[src/rtl/fdr_pkg.sv]
package fdr_pkg;
    localparam int unsigned SEL_W = 2;
    localparam int unsigned N_WM  = 1 << SEL_W;

    typedef enum logic {
        FRM_IDLE = 1'b0,
        FRM_OPEN = 1'b1
    } frm_st_e;
endpackage

[src/rtl/wm_decode.sv]
module wm_decode
    import fdr_pkg::*;
#(
    parameter int unsigned LVL_W   = 9,
    parameter int unsigned WM_BASE = 16
) (
    input  logic [SEL_W-1:0] sel,
    output logic [LVL_W:0]   thr
);
    logic [LVL_W:0] tbl [N_WM];

    for (genvar i = 0; i < N_WM; i++) begin : g_thr
        assign tbl[i] = (LVL_W + 1)'(WM_BASE << i);
    end

    assign thr = tbl[sel];
endmodule

[src/rtl/tx_req_ctl.sv]
module tx_req_ctl
    import fdr_pkg::*;
#(
    parameter int unsigned LVL_W = 9,
    parameter int unsigned WIN   = 64
) (
    input  logic             clk,
    input  logic             rst_n,
    input  logic             full_duplex,
    input  logic [LVL_W:0]   thr,
    input  logic [LVL_W-1:0] tx_space,
    input  logic             frame_start,
    input  logic             frame_end,
    input  logic             byte_sent,
    output logic             tx_req
);
    localparam int unsigned CNT_W = $clog2(WIN + 1);
    localparam logic [CNT_W-1:0] WIN_C = CNT_W'(WIN);

    typedef struct packed {
        frm_st_e          st;
        logic [CNT_W-1:0] sent;
        logic             req;
    } tx_state_t;

    tx_state_t q, d;
    logic [LVL_W-1:0] held;
    logic [LVL_W-1:0] eff;

    always_comb begin
        d    = q;
        held = '0;
        if (!full_duplex && q.st == FRM_OPEN && q.sent < WIN_C)
            held = LVL_W'(q.sent);
        eff   = (tx_space > held) ? (tx_space - held) : '0;
        d.req = ({1'b0, eff} >= thr);
        if (frame_start) begin
            d.st   = FRM_OPEN;
            d.sent = '0;
        end else if (frame_end) begin
            d.st   = FRM_IDLE;
            d.sent = '0;
        end else if (q.st == FRM_OPEN && byte_sent && q.sent < WIN_C) begin
            d.sent = q.sent + CNT_W'(1);
        end
    end

    always_ff @(posedge clk) begin
        if (!rst_n) q <= '{st: FRM_IDLE, sent: '0, req: 1'b0};
        else        q <= d;
    end

    assign tx_req = q.req;

    AST_TX_FD_WM: assert property (@(posedge clk) disable iff (!rst_n)
        full_duplex && ({1'b0, tx_space} >= thr) |=> tx_req);
    AST_TX_BELOW_QUIET: assert property (@(posedge clk) disable iff (!rst_n)
        ({1'b0, tx_space} < thr) |=> !tx_req);
    AST_TX_WIN_SAT: assert property (@(posedge clk) disable iff (!rst_n)
        q.sent <= WIN_C);
    AST_TX_IDLE_RELEASE: assert property (@(posedge clk) disable iff (!rst_n)
        (q.st == FRM_IDLE) && !frame_start && ({1'b0, tx_space} >= thr) |=> tx_req);
endmodule

[src/rtl/rx_req_ctl.sv]
module rx_req_ctl
    import fdr_pkg::*;
#(
    parameter int unsigned LVL_W = 9,
    parameter int unsigned WIN   = 64
) (
    input  logic             clk,
    input  logic             rst_n,
    input  logic             full_duplex,
    input  logic             runt_accept,
    input  logic [LVL_W:0]   thr,
    input  logic [LVL_W-1:0] rx_fill,
    input  logic             frame_start,
    input  logic             frame_end,
    input  logic             frame_ok,
    input  logic             byte_in,
    output logic             rx_req,
    output logic             rx_flush
);
    localparam int unsigned CNT_W = $clog2(WIN + 1);
    localparam logic [CNT_W-1:0] WIN_C = CNT_W'(WIN);

    typedef struct packed {
        frm_st_e          st;
        logic [CNT_W-1:0] cnt;
        logic             pend;
        logic             req;
        logic             flush;
    } rx_state_t;

    rx_state_t q, d;
    logic bypass, gate_open, wm_hit, accept, drop;

    always_comb begin
        d         = q;
        bypass    = full_duplex | runt_accept;
        gate_open = bypass | (q.st == FRM_IDLE) | (q.cnt == WIN_C);
        wm_hit    = gate_open && ({1'b0, rx_fill} >= thr);
        accept    = frame_end && (q.st == FRM_OPEN) && frame_ok
                    && (bypass || q.cnt == WIN_C);
        drop      = frame_end && (q.st == FRM_OPEN) && !bypass && (q.cnt < WIN_C);

        if (accept)             d.pend = 1'b1;
        else if (rx_fill == '0) d.pend = 1'b0;

        d.flush = drop;
        d.req   = wm_hit | d.pend;

        if (frame_start) begin
            d.st  = FRM_OPEN;
            d.cnt = byte_in ? CNT_W'(1) : '0;
        end else if (frame_end) begin
            d.st  = FRM_IDLE;
            d.cnt = '0;
        end else if (q.st == FRM_OPEN && byte_in && q.cnt < WIN_C) begin
            d.cnt = q.cnt + CNT_W'(1);
        end
    end

    always_ff @(posedge clk) begin
        if (!rst_n) q <= '{st: FRM_IDLE, cnt: '0, pend: 1'b0, req: 1'b0, flush: 1'b0};
        else        q <= d;
    end

    assign rx_req   = q.req;
    assign rx_flush = q.flush;

    AST_RX_FD_WM: assert property (@(posedge clk) disable iff (!rst_n)
        full_duplex && ({1'b0, rx_fill} >= thr) |=> rx_req);
    AST_RX_GATE_HELD: assert property (@(posedge clk) disable iff (!rst_n)
        !full_duplex && !runt_accept && (q.st == FRM_OPEN) && (q.cnt < WIN_C)
        && !q.pend && !frame_start |=> !rx_req);
    AST_RX_RUNT_BYPASS: assert property (@(posedge clk) disable iff (!rst_n)
        runt_accept && ({1'b0, rx_fill} >= thr) |=> rx_req);
    AST_RX_ACCEPT_REQ: assert property (@(posedge clk) disable iff (!rst_n)
        frame_end && frame_ok && (q.st == FRM_OPEN) && (full_duplex || runt_accept)
        |=> rx_req);
    AST_RX_FLUSH_PULSE: assert property (@(posedge clk) disable iff (!rst_n)
        rx_flush |=> !rx_flush);
endmodule

[src/rtl/fifo_dma_req.sv]
module fifo_dma_req
    import fdr_pkg::*;
#(
    parameter int unsigned FIFO_BYTES   = 256,
    parameter int unsigned WINDOW_BYTES = 64,
    parameter int unsigned WM_BASE      = 16,
    localparam int unsigned LVL_W       = $clog2(FIFO_BYTES + 1)
) (
    input  logic             clk,
    input  logic             rst_n,
    input  logic             full_duplex,
    input  logic             runt_accept,
    input  logic [SEL_W-1:0] tx_wm_sel,
    input  logic [SEL_W-1:0] rx_wm_sel,
    input  logic [LVL_W-1:0] tx_space,
    input  logic             tx_frame_start,
    input  logic             tx_frame_end,
    input  logic             tx_byte_sent,
    input  logic [LVL_W-1:0] rx_fill,
    input  logic             rx_frame_start,
    input  logic             rx_frame_end,
    input  logic             rx_frame_ok,
    input  logic             rx_byte_in,
    output logic             tx_dma_req,
    output logic             rx_dma_req,
    output logic             rx_flush
);
    logic [LVL_W:0] tx_thr;
    logic [LVL_W:0] rx_thr;

    wm_decode #(.LVL_W(LVL_W), .WM_BASE(WM_BASE)) u_tx_wm (
        .sel(tx_wm_sel), .thr(tx_thr)
    );
    wm_decode #(.LVL_W(LVL_W), .WM_BASE(WM_BASE)) u_rx_wm (
        .sel(rx_wm_sel), .thr(rx_thr)
    );

    tx_req_ctl #(.LVL_W(LVL_W), .WIN(WINDOW_BYTES)) u_tx (
        .clk(clk), .rst_n(rst_n), .full_duplex(full_duplex), .thr(tx_thr),
        .tx_space(tx_space), .frame_start(tx_frame_start), .frame_end(tx_frame_end),
        .byte_sent(tx_byte_sent), .tx_req(tx_dma_req)
    );

    rx_req_ctl #(.LVL_W(LVL_W), .WIN(WINDOW_BYTES)) u_rx (
        .clk(clk), .rst_n(rst_n), .full_duplex(full_duplex), .runt_accept(runt_accept),
        .thr(rx_thr), .rx_fill(rx_fill), .frame_start(rx_frame_start),
        .frame_end(rx_frame_end), .frame_ok(rx_frame_ok), .byte_in(rx_byte_in),
        .rx_req(rx_dma_req), .rx_flush(rx_flush)
    );

    AST_RESET_QUIET: assert property (@(posedge clk)
        !rst_n |=> !tx_dma_req && !rx_dma_req && !rx_flush);
endmodule

[config.mk]
export PLATFORM = sky130hd
export DESIGN_NAME = fifo_dma_req
export DESIGN_NICKNAME = d
export VERILOG_FILES = /design/src/rtl/fdr_pkg.sv /design/src/rtl/wm_decode.sv /design/src/rtl/tx_req_ctl.sv /design/src/rtl/rx_req_ctl.sv /design/src/rtl/fifo_dma_req.sv
export SDC_FILE = /design/constraint.sdc
export NUM_CORES = 1
export LEC_CHECK = 0
export ABC_AREA = 1
export ABC_CLOCK_PERIOD_IN_PS = 7500
export BUFFER_PORTS_ARGS = -buffer_cell sky130_fd_sc_hd__buf_2
export CAP_MARGIN = 5
export CORE_MARGIN = 5
export CORE_UTILIZATION = 56
export CTS_CLUSTER_DIAMETER = 120
export DETAILED_ROUTE_END_ITERATION = 16
export GPL_ROUTABILITY_DRIVEN = 0
export HOLD_SLACK_MARGIN = 0.1
export PLACE_DENSITY = 0.82
export SLEW_MARGIN = 20
export SYNTH_ARGS = -nofsm -noshare
export SYNTH_HDL_FRONTEND = slang
export SYNTH_SLANG_ARGS = --single-unit
[constraint.sdc]
create_clock -name clk -period 7.5 [get_ports clk]
set_input_delay 0.75 -clock clk [delete_from_list [all_inputs] [get_ports clk]]
set_output_delay 0.75 -clock clk [all_outputs]
set_load 0.005 [all_outputs]
==> run_results.csv <==
group,metric,value,unit
layout,mostFrequentLayoutCells,"43 x nand2_1, 38 x inv_1, 35 x buf_2, 34 x nor2_1, 20 x dfxtp_1",
worst_setup_path,regToRegSetupSlack,4.41,ns
clock_tree,h-tree-depth,1,
die,core.rowCount,19,
drt,drtIter0Drc,83,
clock_tree,clockRootBuffer,"clkbuf_4",
synth,synth.yosys.warnings,0,
outcome,status,"completed",
worst_hold_path,min_from,"u_rx.q[9]",
worst_setup_path,arrival,3.39,ns
drt,drc,0,
global_routing,antenna_found_initial,0,
layout,fillCellCount,260,
sta,finalHoldViolCount,0,
die,dieWidth,63.08,um
die,chipHeight,63.08,um
drt,totalWireLength,3263,um
synth,ys_seq_area_share,25.38,%
clock_tree,cts_buffer_depth,2,
synth,ys_async_sr_fraction,0,%
run,cap_violations,0,
placed_design,dp_hpwl,2829,um
sta,tns,0,ns
sta,rsz0062_at_grt,"false",
sta,worstMarginPinSlew,0.5587,ns
sta,skew,0.003733,ns
global_routing,grt_first_pass_wirelength,5899,um
sta,final_max_slew_viol_count,0,
pwr,ir_drop,0.1375,mV
pwr,total_power,0.2173,mW
die,dieArea,0.003979,mm^2
die,ios,36,
clock_tree,clkTransAtPathRegs,0.10,ns
global_routing,grt_max_degree,11,
synth,synth_seq_cells,20,
die,initial_core_util,57.71,%
sta,fin_crit,3.210,ns
layout,multi_input_area,0.001035,mm^2
worst_setup_path,crit_path_end_kind,"register",
worst_setup_path,rr_endpoint,"u_tx.tx_req",
drt,drt_first_pass_iters,4,
sta,max_freq,311.6,MHz
pwr,power.density,119.8,mW/mm^2
global_routing,grt_pass1_vias,1469,
sta,max_slew_margin,62.47,%
synth,synth_edf_count,0,
drt,viasPerCell,5.247,
synth,synthFlopType,"dfxtp_1",
sta,period_share,42.79,%
layout,final_common_cell,"nand2_1",
sta,setup_viol,0,
clock_tree,clock-sinks,20,
worst_setup_path,reg2reg_depth,18,
drt,drt-wirelength-per-cell,10.59,um
worst_setup_path,regToRegStartpoint,"u_tx.q[8]",
worst_setup_path,crit_start,"full_duplex",
layout,drive_gt1_share,16.97,%
global_routing,grt_usage,17.55,%
die,coreArea,0.002734,mm^2
global_routing,overflow,0,
synth,syn_nets,291,
layout,final-seq-area,400.4,um^2
worst_setup_path,critPathLaunchType,"input pin",
layout,fin_nets,331,
synth,yosysUniqueCellTypes,31,
clock_tree,cts_resized,0,
worst_setup_path,cp_max_fo,7,
synth,syn_avg_cell_area,6.602,um^2
drt,ant_nets,0,
placed_design,io_buffers,35,
layout,fin_util,66.36,%
synth,syn_area,0.001578,mm^2
clock_tree,cts_setup_buffers,0,
worst_hold_path,hp-class,"reg2reg",
clock_tree,cts_hold_buf,0,
worst_setup_path,critPathCapture,"u_tx.tx_req",
clock_tree,clk_latency,0.29,ns
layout,syn2layout_area_growth,14.99,%
worst_setup_path,path_class,"in2reg",
worst_setup_path,required,7.68,ns
clock_tree,cts_buffers,3,
synth,synthCells,239,
pwr,p_leak,0.8512,nW
layout,antennaDiodeCount,0,
clock_tree,cts_tree,"done",
drt,num_vias,1616,
-- sequential cells by signal (all words and copies together), names as in the netlist --
signal	cells
u_tx.tx_req	1
u_tx.q	8
u_rx.rx_flush	1
u_rx.q	9
u_rx.rx_req	1
-- logic make-up after synthesis --
logic type	after synthesis	share of synthesized area, %
AND/OR/NAND/NOR	120	34.42
buffers and inverters	38	9.041
AO/OA/AOI/OAI	37	13.17
flip-flops	20	25.38
adder cells (fa/ha/maj)	19	15.54
XOR/XNOR	4	2.220
other	1	0.2377
-- how the worst min path moves through the flow --
stage / endpoint / slack, ns / depth (start not counted)
5_1_grt: u_rx.rx_flush / 0.46 / 1
2_1_floorplan: u_rx.rx_flush / 0.40 / 1
3_3_place_gp: u_rx.rx_flush / 0.40 / 1
4_1_cts: u_rx.rx_flush / 0.43 / 1
3_5_place_dp: u_rx.rx_flush / 0.41 / 1
6_report: u_rx.rx_flush / 0.42 / 1
-- layer usage --
metal	up-vias	global-route usage [%]	routed length (um)	share of wire (%)
li1	868	-	-	-
met2	33	28.08	1497	46
met4	0	4.775	32	0.98
met3	4	2.842	136	4.2
met1	711	24.29	1596	49
met5	-	0	0	0
-- through the flow --
step / worst slack (ns) / instances / hold WS, ns / cell area, um^2
4_1_cts: 4.286 / 308 / 0.4261 / 1814
6_report: 4.290 / 308 / 0.4242 / 1814
2_1_floorplan: 4.395 / 239 / 0.3955 / 1578
3_5_place_dp: 3.966 / 305 / 0.4099 / 1792
3_3_place_gp: 4.113 / 305 / 0.4041 / 1792
5_1_grt: 4.029 / 308 / 0.4611 / 1814
-- worst max-delay path: stages --
cell and delay, ns:
buf_2 0.11, nor3_1 0.42, nand2_1 0.12, ha_1 0.38
nand2_1 0.09, nand2_1 0.06, inv_1 0.07, nand2_1 0.07
a21oi_1 0.23, o21bai_1 0.11, xor2_1 0.14, nor2_1 0.10
ha_1 0.25, nand2_1 0.09, nor2_1 0.05, a211o_1 0.21
nor2_1 0.10, a21oi_1 0.06
-- power by group --
part	internal, mW	switching (mW)	total [mW]
combinational	0.0263	0.0328	0.0591
sequential	0.109	0.00164	0.111
clock	0.0187	0.0289	0.0476
total	0.154	0.0634	0.217
-- synthesized netlist by cell type (2+ instances only) --
library cell	count	share of area, %
nor4_1	2	0.79
inv_1	38	9.0
nor2_2	2	0.79
a21oi_1	18	5.7
ha_1	18	14
nand4_1	7	2.8
nor2_1	34	8.1
nor3_1	9	2.9
dfxtp_1	20	25
nand3_1	15	4.8
nand2_1	43	10
or2_2	2	0.79
o21ai_0	10	3.2
xor2_1	4	2.2
-- cell type report --
type / count / area share [%]
clock buffer: 3 / 1.241
inverter: 38 / 7.862
multi-input combinational: 181 / 57.03
sequential: 20 / 22.07
tap: 31 / 2.138
timing repair buffer: 35 / 9.655
(Power assumes the default switching activity.)
